**src/rtl/perf_snap_pkg.sv**
```systemverilog
package perf_snap_pkg;

    // one strobe per monitored error stream
    typedef struct packed {
        logic lcv;
        logic crc;
        logic oos;
    } err_evt_t;

    // interval length selector
    typedef enum logic {
        IVL_LONG  = 1'b0,
        IVL_SHORT = 1'b1
    } ivl_sel_e;

    // bits needed to hold values 0 .. n
    function automatic int unsigned span_bits(input int unsigned n);
        return (n < 2) ? 1 : $clog2(n + 1);
    endfunction

endpackage

```
**src/rtl/perf_ivl_timer.sv**
```systemverilog
module perf_ivl_timer
    import perf_snap_pkg::*;
#(
    parameter int unsigned FRAMES_LONG  = 8000,
    parameter int unsigned FRAMES_SHORT = 336
) (
    input  logic     clk,
    input  logic     rst,
    input  logic     frame_tick,
    input  ivl_sel_e ivl_sel,
    output logic     boundary
);
    localparam int unsigned POS_W = span_bits(FRAMES_LONG);
    localparam logic [POS_W-1:0] LAST_LONG  = POS_W'(FRAMES_LONG - 1);
    localparam logic [POS_W-1:0] LAST_SHORT = POS_W'(FRAMES_SHORT - 1);

    logic [POS_W-1:0] frame_pos;
    logic [POS_W-1:0] last_pos;

    always_comb begin
        last_pos = (ivl_sel == IVL_SHORT) ? LAST_SHORT : LAST_LONG;
        // ">=" so that a switch to the short interval past its end
        // closes the interval on the next tick
        boundary = frame_tick && (frame_pos >= last_pos);
    end

    always_ff @(posedge clk) begin
        if (rst) begin
            frame_pos <= '0;
        end else if (frame_tick) begin
            frame_pos <= boundary ? '0 : frame_pos + 1'b1;
        end
    end

endmodule

```
**src/rtl/perf_sat_accum.sv**
```systemverilog
module perf_sat_accum #(
    parameter int unsigned W = 16
) (
    input  logic         clk,
    input  logic         rst,
    input  logic         evt,
    input  logic         snap,
    output logic [W-1:0] held
);
    localparam logic [W-1:0] TOP = {W{1'b1}};

    logic [W-1:0] run;
    logic         at_top;

    always_comb at_top = (run == TOP);

    always_ff @(posedge clk) begin
        if (rst) begin
            run  <= '0;
            held <= '0;
        end else if (snap) begin
            held <= run;
            run  <= {{(W-1){1'b0}}, evt};
        end else if (evt && !at_top) begin
            run <= run + 1'b1;
        end
    end

endmodule

```
**src/rtl/perf_ivl_flag.sv**
```systemverilog
module perf_ivl_flag (
    input  logic clk,
    input  logic rst,
    input  logic set_i,
    input  logic clr_i,
    input  logic en_i,
    output logic flag_o,
    output logic irq_o
);
    always_ff @(posedge clk) begin
        if (rst) begin
            flag_o <= 1'b0;
        end else if (set_i) begin
            flag_o <= 1'b1;
        end else if (clr_i) begin
            flag_o <= 1'b0;
        end
    end

    always_comb irq_o = flag_o & en_i;

endmodule

```
**src/rtl/perf_err_snap.sv**
```systemverilog
module perf_err_snap
    import perf_snap_pkg::*;
#(
    parameter int unsigned FRAMES_LONG  = 8000,
    parameter int unsigned FRAMES_SHORT = 336,
    parameter int unsigned LCV_W        = 16,
    parameter int unsigned CRC_W        = 10,
    parameter int unsigned OOS_W        = 8
) (
    input  logic             clk,
    input  logic             rst,
    input  logic             frame_tick,
    input  logic             lcv_evt,
    input  logic             crc_evt,
    input  logic             oos_evt,
    input  logic             short_sel,
    input  logic             irq_en,
    input  logic             status_rd,
    output logic [LCV_W-1:0] lcv_held,
    output logic [CRC_W-1:0] crc_held,
    output logic [OOS_W-1:0] oos_held,
    output logic             tmr_status,
    output logic             irq
);
    err_evt_t evt;
    ivl_sel_e ivl_sel;
    logic     boundary;

    always_comb begin
        evt.lcv = lcv_evt;
        evt.crc = crc_evt;
        evt.oos = oos_evt;
        ivl_sel = short_sel ? IVL_SHORT : IVL_LONG;
    end

    perf_ivl_timer #(
        .FRAMES_LONG (FRAMES_LONG),
        .FRAMES_SHORT(FRAMES_SHORT)
    ) u_timer (
        .clk       (clk),
        .rst       (rst),
        .frame_tick(frame_tick),
        .ivl_sel   (ivl_sel),
        .boundary  (boundary)
    );

    perf_sat_accum #(.W(LCV_W)) u_lcv (
        .clk(clk), .rst(rst), .evt(evt.lcv), .snap(boundary), .held(lcv_held)
    );

    perf_sat_accum #(.W(CRC_W)) u_crc (
        .clk(clk), .rst(rst), .evt(evt.crc), .snap(boundary), .held(crc_held)
    );

    perf_sat_accum #(.W(OOS_W)) u_oos (
        .clk(clk), .rst(rst), .evt(evt.oos), .snap(boundary), .held(oos_held)
    );

    perf_ivl_flag u_flag (
        .clk   (clk),
        .rst   (rst),
        .set_i (boundary),
        .clr_i (status_rd),
        .en_i  (irq_en),
        .flag_o(tmr_status),
        .irq_o (irq)
    );

endmodule

```
**config.mk**
```make
export PLATFORM = sky130hd
export DESIGN_NAME = perf_err_snap
export DESIGN_NICKNAME = d
export VERILOG_FILES = /design/src/rtl/perf_snap_pkg.sv /design/src/rtl/perf_ivl_timer.sv /design/src/rtl/perf_sat_accum.sv /design/src/rtl/perf_ivl_flag.sv /design/src/rtl/perf_err_snap.sv
export SDC_FILE = /design/constraint.sdc
export NUM_CORES = 1
export LEC_CHECK = 0
export BUFFER_PORTS_ARGS = -buffer_cell sky130_fd_sc_hd__buf_4
export CORE_UTILIZATION = 48
export CTS_BUF_LIST = sky130_fd_sc_hd__clkbuf_2 sky130_fd_sc_hd__clkbuf_4 sky130_fd_sc_hd__clkbuf_8
export CTS_CLUSTER_SIZE = 28
export DETAILED_ROUTE_END_ITERATION = 7
export HOLD_SLACK_MARGIN = 0.12
export PLACE_DENSITY_LB_ADDON = 0.25
export SKIP_LAST_GASP = 1
export SLEW_MARGIN = 30
export SYNTH_ARGS = -nofsm -noshare
export SYNTH_HDL_FRONTEND = slang
export SYNTH_SLANG_ARGS = --single-unit
```
**constraint.sdc**
```tcl
create_clock -name clk -period 2 [get_ports clk]
set_clock_uncertainty 0.05 [all_clocks]
set_input_delay 0.3 -clock clk [delete_from_list [all_inputs] [get_ports clk]]
set_output_delay 0.3 -clock clk [all_outputs]
set_load 0.01 [all_outputs]
```
==> impl_summary.log, run 1 <==
INFO  metric tritoncts = built
INFO  metric grt_util_all_layers = 0.2152
INFO  metric synthesis.area = 0.003805 mm2
INFO  metric yosys_warnings = 0
INFO  metric critPathLaunchType = flop
INFO  metric die_area = 0.008286 mm2
INFO  metric cts_root_buf = clkbuf_8
INFO  metric initial_antenna_violation_count = 0
INFO  metric ys_seq_elements = 82
INFO  metric ctsHtreeMaxLevel = 3
INFO  metric place_ws = -0.1340 ns
INFO  metric status = finished clean
INFO  metric wl_met3 = approximately 280 um
INFO  metric maxSlewViolCount = 0
INFO  metric grt_overflow_total = 0
INFO  metric final_cells = between 500 and 600
INFO  metric post-synth-top-area-fraction = 0.4314
INFO  metric drt_first_iter_violations = 113
INFO  metric slew_headroom = 0.6775
INFO  metric dieWidth = 91.03 um
INFO  metric drt-total-wl = roughly 8400 um
INFO  metric hold_path.class = in -> reg
INFO  metric finalWorstPathRequiredPeriod = approximately 1.9 ns
INFO  metric layout_worst_path_cycle_share = 0.9548
INFO  metric mappedNetlistNets = 462
INFO  metric total_leakage_power = 1.799 nW
INFO  metric insertion_delay = 0.35 ns
INFO  metric ioPinCount = 45
INFO  metric multiplexer_share_of_the_synthesized_area = 0.01052
INFO  metric synth_async_sr_flop_share = 0
INFO  metric power.ir.vdd_worst = 0.0003670 V
INFO  metric worst_pin_slew = 0.4809 ns
INFO  metric crit_path_end_kind = flop
INFO  metric sequential_to_total_area_share_from_yosys_stat = 0.4314
INFO  metric met2_wirelength = about 4000 um
INFO  metric max_cap_violations = 0
INFO  metric post_synth_fa_ha_maj_area_fraction = 0.03617
INFO  metric number_of_unique_standard_cell_types_used_by_synthesis = 45
INFO  metric post-route-worst-setup-slack = 0.09047 ns
INFO  metric cts_made_buffers = 9
INFO  metric area.sequential = around 0.0016 mm2
INFO  metric area_overhead_of_the_layout_relative_to_synthesis = 23.31%
INFO  metric fmax = 0.5237 GHz
INFO  metric fp-row-count = 32
INFO  metric synth_enable_flop_cells = 0
INFO  metric arrival = 2.10 ns
INFO  metric timing_hold_violations_final = 0
INFO  metric netlist_top_cells_area = dfxtp_1, a31o_2, nand2_1, nor2_1, a21oi_1
INFO  metric drc = 0
INFO  metric critical_path_peak_fanout = 21
INFO  metric placed_cells_incl_taps = just under 600
INFO  metric clk_pin_slew = 0.08 ns
INFO  metric m1WireLength = 3968 um
INFO  metric fin_setup_tns = 0 ns
INFO  metric required_worst_endpoint = around 2.2 ns
INFO  metric avgViaCountPerCell = 5.543
INFO  metric cts_sinks = 82
INFO  metric highest-signal-layer = met4
INFO  metric synth-main-ff-cell = dfxtp_1
INFO  metric critical_path_class = reg -> reg
INFO  metric antenna_left = 0
INFO  metric wl_per_cell = roughly 14 um
INFO  metric main_combinational_cell_family_by_area_after_synthesis = simple AND/OR/NAND/NOR gates
INFO  metric syn_inst = 442
INFO  metric placed_area = between 0.004 and 0.005 mm2
INFO  metric core_area = 0.007687 mm2
INFO  metric numPortBuffers = 44
INFO  metric grt_pass1_vias = 3191
INFO  metric post_synth_xor_xnor_area = 0.07826
INFO  metric syn_avg_cell_area = 8.608 um2
INFO  metric finalNetCount = 511
INFO  metric synth-compound-area-share = 0.1710
INFO  metric grt_start_max_net_pins = 27
INFO  metric post_cts_hold_buffer_count = 0
INFO  metric pre_repair_dr_iteration_count = 4
INFO  metric num_vias = 3309
INFO  metric yosys.area_share.simple = 0.2292
INFO  metric grt_pass1_wl = 14580 um
INFO  metric powerDensity = 694.3 mW/mm2
INFO  metric finalSetupViolCount = 0
INFO  metric filler_cell_count = 700
INFO  metric dp_hpwl = roughly 5500 um
INFO  metric clock_tree.buffer_depth = 2
INFO  metric n_antenna_cell = 0
INFO  metric multi_input_gate_area_in_the_final_layout = 0.002041 mm2
INFO  metric die-height = slightly above 90 um
INFO  metric initial_core_util = 0.4950
INFO  metric gp_congestion = 0.7812
INFO  metric post_route_cells_drive_above_1_share = 0.2626
INFO  metric finish.instance_area = 0.004692 mm2
INFO  metric synth_area_leader_cell = dfxtp_1
sequential cells by signal (all words and copies together), names as in the netlist:
signal             flops
u_flag.flag_o          1
u_lcv.run             16
u_crc.run             10
u_lcv.held            16
u_crc.held            10
u_timer.frame_pos     13
u_oos.run              8
u_oos.held             8
final timing paths:
check,from,endpoint,slack (ns),cells past startpoint
max reg2reg,u_timer.frame_pos[10]$_SDFFE_PP0P_,u_crc.held[0]$_SDFFE_PP0P_,0.09,8
min reg2reg,u_lcv.held[6]$_SDFFE_PP0P_,u_lcv.held[6]$_SDFFE_PP0P_,0.44,2
min,crc_evt,u_crc.run[2]$_SDFFE_PP0P_,0.13,2
max,u_timer.frame_pos[10]$_SDFFE_PP0P_,u_crc.held[0]$_SDFFE_PP0P_,0.09,8
placed cells by master, fill, tap and decap left out, drive strengths merged, types with 2 or more instances in the layout:
cell type	count
nand2	53
inv	12
clkinv	2
nand2b	2
ha	11
dfxtp	82
and2	4
bufinv	3
nor2	50
nand4	14
xor2	16
nor3	15
a211oi	4
and3	8
o211ai	2
a31oi	4
clkbuf	10
o31ai	4
a21oi	35
o21ai	8
a311o	2
mux2i	4
or3	3
nor4b	2
and4	2
nand4b	3
xnor2	18
nand3	13
a31o	32
buf	64
nor4	5
cells in the mapped netlist, types with 3 or more instances:
| master | n |
|---|---|
| o31ai_1 | 3 |
| and3_1 | 8 |
| o21ai_0 | 5 |
| nand3_1 | 13 |
| a211oi_1 | 4 |
| ha_1 | 11 |
| xor2_1 | 16 |
| or3_1 | 3 |
| and2_1 | 4 |
| nand4_1 | 12 |
| nor2_1 | 49 |
| a31oi_1 | 4 |
| mux2i_1 | 4 |
| xnor2_1 | 18 |
| inv_1 | 13 |
| buf_2 | 6 |
| nand2_1 | 53 |
| dfxtp_1 | 82 |
| nor4_1 | 4 |
| clkbuf_1 | 19 |
| nor3_1 | 15 |
| a21oi_1 | 35 |
| a31o_2 | 32 |
cells by family (layout without fill, tap and decap cells):
| logic type | after synthesis | in the layout |
|---|---|---|
| buffers and inverters | 40 | 93 |
| and+or+nand+nor | 177 | 177 |
| DFF | 82 | 82 |
| muxes | 4 | 4 |
| xor gates and xnor gates | 34 | 34 |
| AOI/OAI and AO/OA | 94 | 94 |
| adders and majority gates | 11 | 11 |
routing by layer:
layer	global-route usage	vias up
met5	0	-
met4	0.07672	0
met3	0.03266	10
met2	0.3605	55
met1	0.2807	1574
li1	-	1670
power breakdown:
part | switching (W) | leakage, nW | total, W | internal, W
registers | 0.0000164 | 0.662 | 0.00166 | 0.00165
logic | 0.0000867 | 1.02 | 0.000152 | 0.0000657
clock network | 0.000588 | 0.118 | 0.00144 | 0.000854
timing repair:
action                                  4_1_cts  5_1_grt
setup buffers                                 3        0
gates cloned                                  1        0
pin swaps                                     3        1
endpoints found under the setup margin       22       57
resized for setup                             8       10
final cells by class:
class                           count  share of cell area
Clock buffer                       10             0.02933
Clock inverter                      5             0.02187
Inverter                           13             0.01040
Multi-Input combinational cell    320              0.4349
Sequential cell                    82              0.3501
Tap cell                          102             0.02720
Timing Repair Buffer               65              0.1261
critical path: stages, from the launching register on:
cell     delay [ns]
dfxtp_1        0.34
ha_1           0.31
nand4_1        0.12
nor2_1         0.16
o21ai_2        0.10
buf_6          0.14
and2_4         0.17
buf_12         0.15
a31o_2         0.25
through the flow:
step	power, W	util	hold WS [ns]
after floorplan	0.001783	-	0.3597
after global placement	0.001826	0.5609	0.4153
after detailed placement	0.001832	0.5609	0.4263
after CTS	0.003275	0.6035	0.1264
after global routing	0.003390	0.6104	0.1369
final	0.003257	0.6104	0.1330
Power figures use the tool's default switching activity.
==> run 2: changes to the inputs <==
--- a/config.mk
+++ b/config.mk
@@ -6,7 +6,7 @@
 export NUM_CORES = 1
 export LEC_CHECK = 0
 export BUFFER_PORTS_ARGS = -buffer_cell sky130_fd_sc_hd__buf_4
-export CORE_UTILIZATION = 48
+export CORE_UTILIZATION = 50
 export CTS_BUF_LIST = sky130_fd_sc_hd__clkbuf_2 sky130_fd_sc_hd__clkbuf_4 sky130_fd_sc_hd__clkbuf_8
 export CTS_CLUSTER_SIZE = 28
 export DETAILED_ROUTE_END_ITERATION = 7
==> impl_summary.log, run 2 (synthesis results as in run 1) <==
INFO  metric grt_pass1_vias = 2928 (-8.2%)
INFO  metric numPortBuffers = 44 (unchanged)
INFO  metric critPathLaunchType = flop
INFO  metric num_vias = 3290 (-0.57%)
INFO  metric max_cap_violations = 0 (unchanged)
INFO  metric r2r-start = u_timer.frame_pos[4]$_SDFFE_PP0P_
INFO  metric status = finished clean
INFO  metric cts_root_buf = clkbuf_8
INFO  metric cts_sinks = 82 (unchanged)
INFO  metric gp_congestion = 0.7639 (-2.2%)
INFO  metric die_area = 0.007963 mm2 (-3.9%)
INFO  metric drc = 0 (unchanged)
INFO  metric hold_path.class = in -> reg
INFO  metric whs_endpoint = u_flag.flag_o$_SDFFE_PP0P_
INFO  metric drt-total-wl = 8584 um (+2.2%)
INFO  metric postLayoutCoreUtil = 0.6390 (+0.02863)
INFO  metric pre_repair_dr_iteration_count = 4 (unchanged)
INFO  metric power.ir.vdd_worst = 0.0003538 V (-3.6%)
INFO  metric power.total = 0.003113 W (-4.4%)
INFO  metric grt_start_max_net_pins = 27 (unchanged)
INFO  metric grt_util_all_layers = 0.2199 (+0.004741)
INFO  metric rsz0062_at_grt = no
INFO  metric cts_made_buffers = 9 (unchanged)
INFO  metric grt_overflow_total = 0 (unchanged)
INFO  metric arrival = 2.09 ns (about the same)
INFO  metric avgViaCountPerCell = 5.539 (about the same)
INFO  metric fp-row-count = 31 (-3.1%)
INFO  metric initial_antenna_violation_count = 0 (unchanged)
INFO  metric critical_path_class = reg -> reg
INFO  metric total_leakage_power = 1.769 nW (-1.7%)
INFO  metric finalNetCount = 511 (unchanged)
INFO  metric most_common_library_cell_in_the_layout_ignoring_fill_and_taps = dfxtp_1
INFO  metric core_area = 0.007292 mm2 (-5.1%)
INFO  metric leading_cell_types_in_the_layout_fill_and_taps_excluded = dfxtp_1, buf_4, nand2_1, nor2_1, a21oi_1
INFO  metric hold_path.startpoint = rst
INFO  metric ctsHtreeMaxLevel = 3 (unchanged)
INFO  metric layout_worst_path_cycle_share = 0.9502 (-0.004524)
INFO  metric finalWorstPathRequiredPeriod = 1.900 ns (-0.009047 ns)
INFO  metric tritoncts = built
INFO  metric grt_pass1_wl = 13460 um (-7.7%)
INFO  metric worst-r2r-setup-slack = 0.1 ns (about the same)
INFO  metric insertion_delay = 0.34 ns (about the same)
INFO  metric n_antenna_cell = 0 (unchanged)
INFO  metric maxSlewViolCount = 0 (unchanged)
INFO  metric area_overhead_of_the_layout_relative_to_synthesis = 22.46%
INFO  metric largestRegisters = u_lcv.held x16, u_lcv.run x16, u_timer.frame_pos x13
INFO  metric critical_path.reg2reg.endpoint = u_crc.held[8]$_SDFFE_PP0P_
INFO  metric slew_headroom = 0.6376 (-0.03982)
INFO  metric critical_path_peak_fanout = 14 (-33%)
INFO  metric crit_path_end_kind = flop
INFO  metric timing_hold_violations_final = 0 (unchanged)
INFO  metric ioPinCount = 45 (unchanged)
INFO  metric die-height = 89.24 um (-2.0%)
INFO  metric drt_first_iter_violations = 112 (-0.88%)
INFO  metric wl_per_cell = 14.45 um (+2.7%)
INFO  metric antenna_left = 0 (unchanged)
INFO  metric worst_pin_slew = 0.5403 ns (+0.05937 ns)
INFO  metric finalSetupViolCount = 0 (unchanged)
INFO  metric powerDensity = 668.0 mW/mm2 (-3.8%)
INFO  metric timing.reg2reg.worst_path_depth = 8 (unchanged)
INFO  metric clk_pin_slew = 0.08 ns (about the same)
INFO  metric dp_hpwl = 5468 um (-1.4%)
INFO  metric initial_core_util = 0.5218 (+0.02684)
INFO  metric required_worst_endpoint = 2.19 ns (about the same)
INFO  metric fmax = 0.5262 GHz (+0.48%)
INFO  metric post_route_cells_drive_above_1_share = 0.2606 (-0.002020)
INFO  metric clock_tree.buffer_depth = 2 (unchanged)
INFO  metric dieWidth = 89.24 um (-2.0%)
INFO  metric timing.hold.worst_path_depth = 2 (unchanged)
==> run 2: per-stage QoR <==
| stage | hold slack (ns) | setup WS (ns) | instance area (um2) | TNS [ns] | cells |
|---|---|---|---|---|---|
| final | 0.1647 | 0.09952 | 4659 | 0 | 594 |
| after global routing | 0.1597 | 0.007042 | 4659 | 0 | 594 |
| after CTS | 0.1490 | 0.01211 | 4567 | 0 | 592 |
| after detailed placement | 0.4238 | -0.1184 | 4280 | -3.568 | 573 |
| after global placement | 0.4180 | -0.07757 | 4280 | -2.107 | 573 |
| after floorplan | 0.3597 | 0.08155 | 3805 | 0 | 442 |
==> run 2: repair_timing <==
action,CTS,global route
gates resized for setup,6,9
setup endpoints to repair,34,74
pin swaps,1,2
cloned,2,2
buffers inserted,1,0
endpoints found under the hold margin,1,0
hold buffers,1,0
==> run 2: final cells by class <==
| type | count | area (um2) |
|---|---|---|
| well taps | 99 | 123.9 |
| fillers | 625 | 2633 |
| multi-input cells | 320 | 2051 |
| inverters | 13 | 48.80 |
| flip-flops and latches | 82 | 1643 |
| clock inverters | 5 | 80.08 |
| repair buffers | 65 | 581.8 |
| clock buffers | 10 | 131.4 |
==> run 2: worst max-delay path by stage <==
stage                                      startpoint                          to  slack (ns)  depth (start not counted)
floorplan                                   short_sel  u_oos.held[1]$_SDFFE_PP0P_        0.08                          8
global placement                            short_sel  u_oos.held[2]$_SDFFE_PP0P_       -0.08                          9
detailed placement                          short_sel  u_crc.held[8]$_SDFFE_PP0P_       -0.12                          9
CTS                 u_timer.frame_pos[6]$_SDFFE_PP0P_  u_oos.held[3]$_SDFFE_PP0P_        0.01                          8
global route        u_timer.frame_pos[5]$_SDFFE_PP0P_   u_crc.run[8]$_SDFFE_PP0P_       0.007                          8
finish              u_timer.frame_pos[4]$_SDFFE_PP0P_  u_crc.held[8]$_SDFFE_PP0P_         0.1                          8
==> run 2: per-layer routing <==
layer	vias to the layer above	track usage	share of wire
met1	1538	0.2931	0.47
met5	-	0	0
met3	8	0.02862	0.044
li1	1668	-	-
met4	0	0.08225	0.0097
met2	76	0.3650	0.48
==> run 2: worst max-delay path, cell delays in order (launching register included) <==
cell and delay [ns]:
dfxtp_1 0.35, ha_1 0.31, nand4_1 0.12, o21ai_2 0.16, o21ai_2 0.08, buf_6 0.14
and2_4 0.17, buf_4 0.18, a31o_2 0.25
==> run 2: power breakdown <==
part | switching [W] | total (W) | leakage, nW | internal, W
logic | 0.0000895 | 0.000157 | 1.01 | 0.0000670
clock network | 0.000585 | 0.00129 | 0.102 | 0.000708
registers | 0.0000167 | 0.00166 | 0.662 | 0.00165
total | 0.000691 | 0.00311 | 1.77 | 0.00242
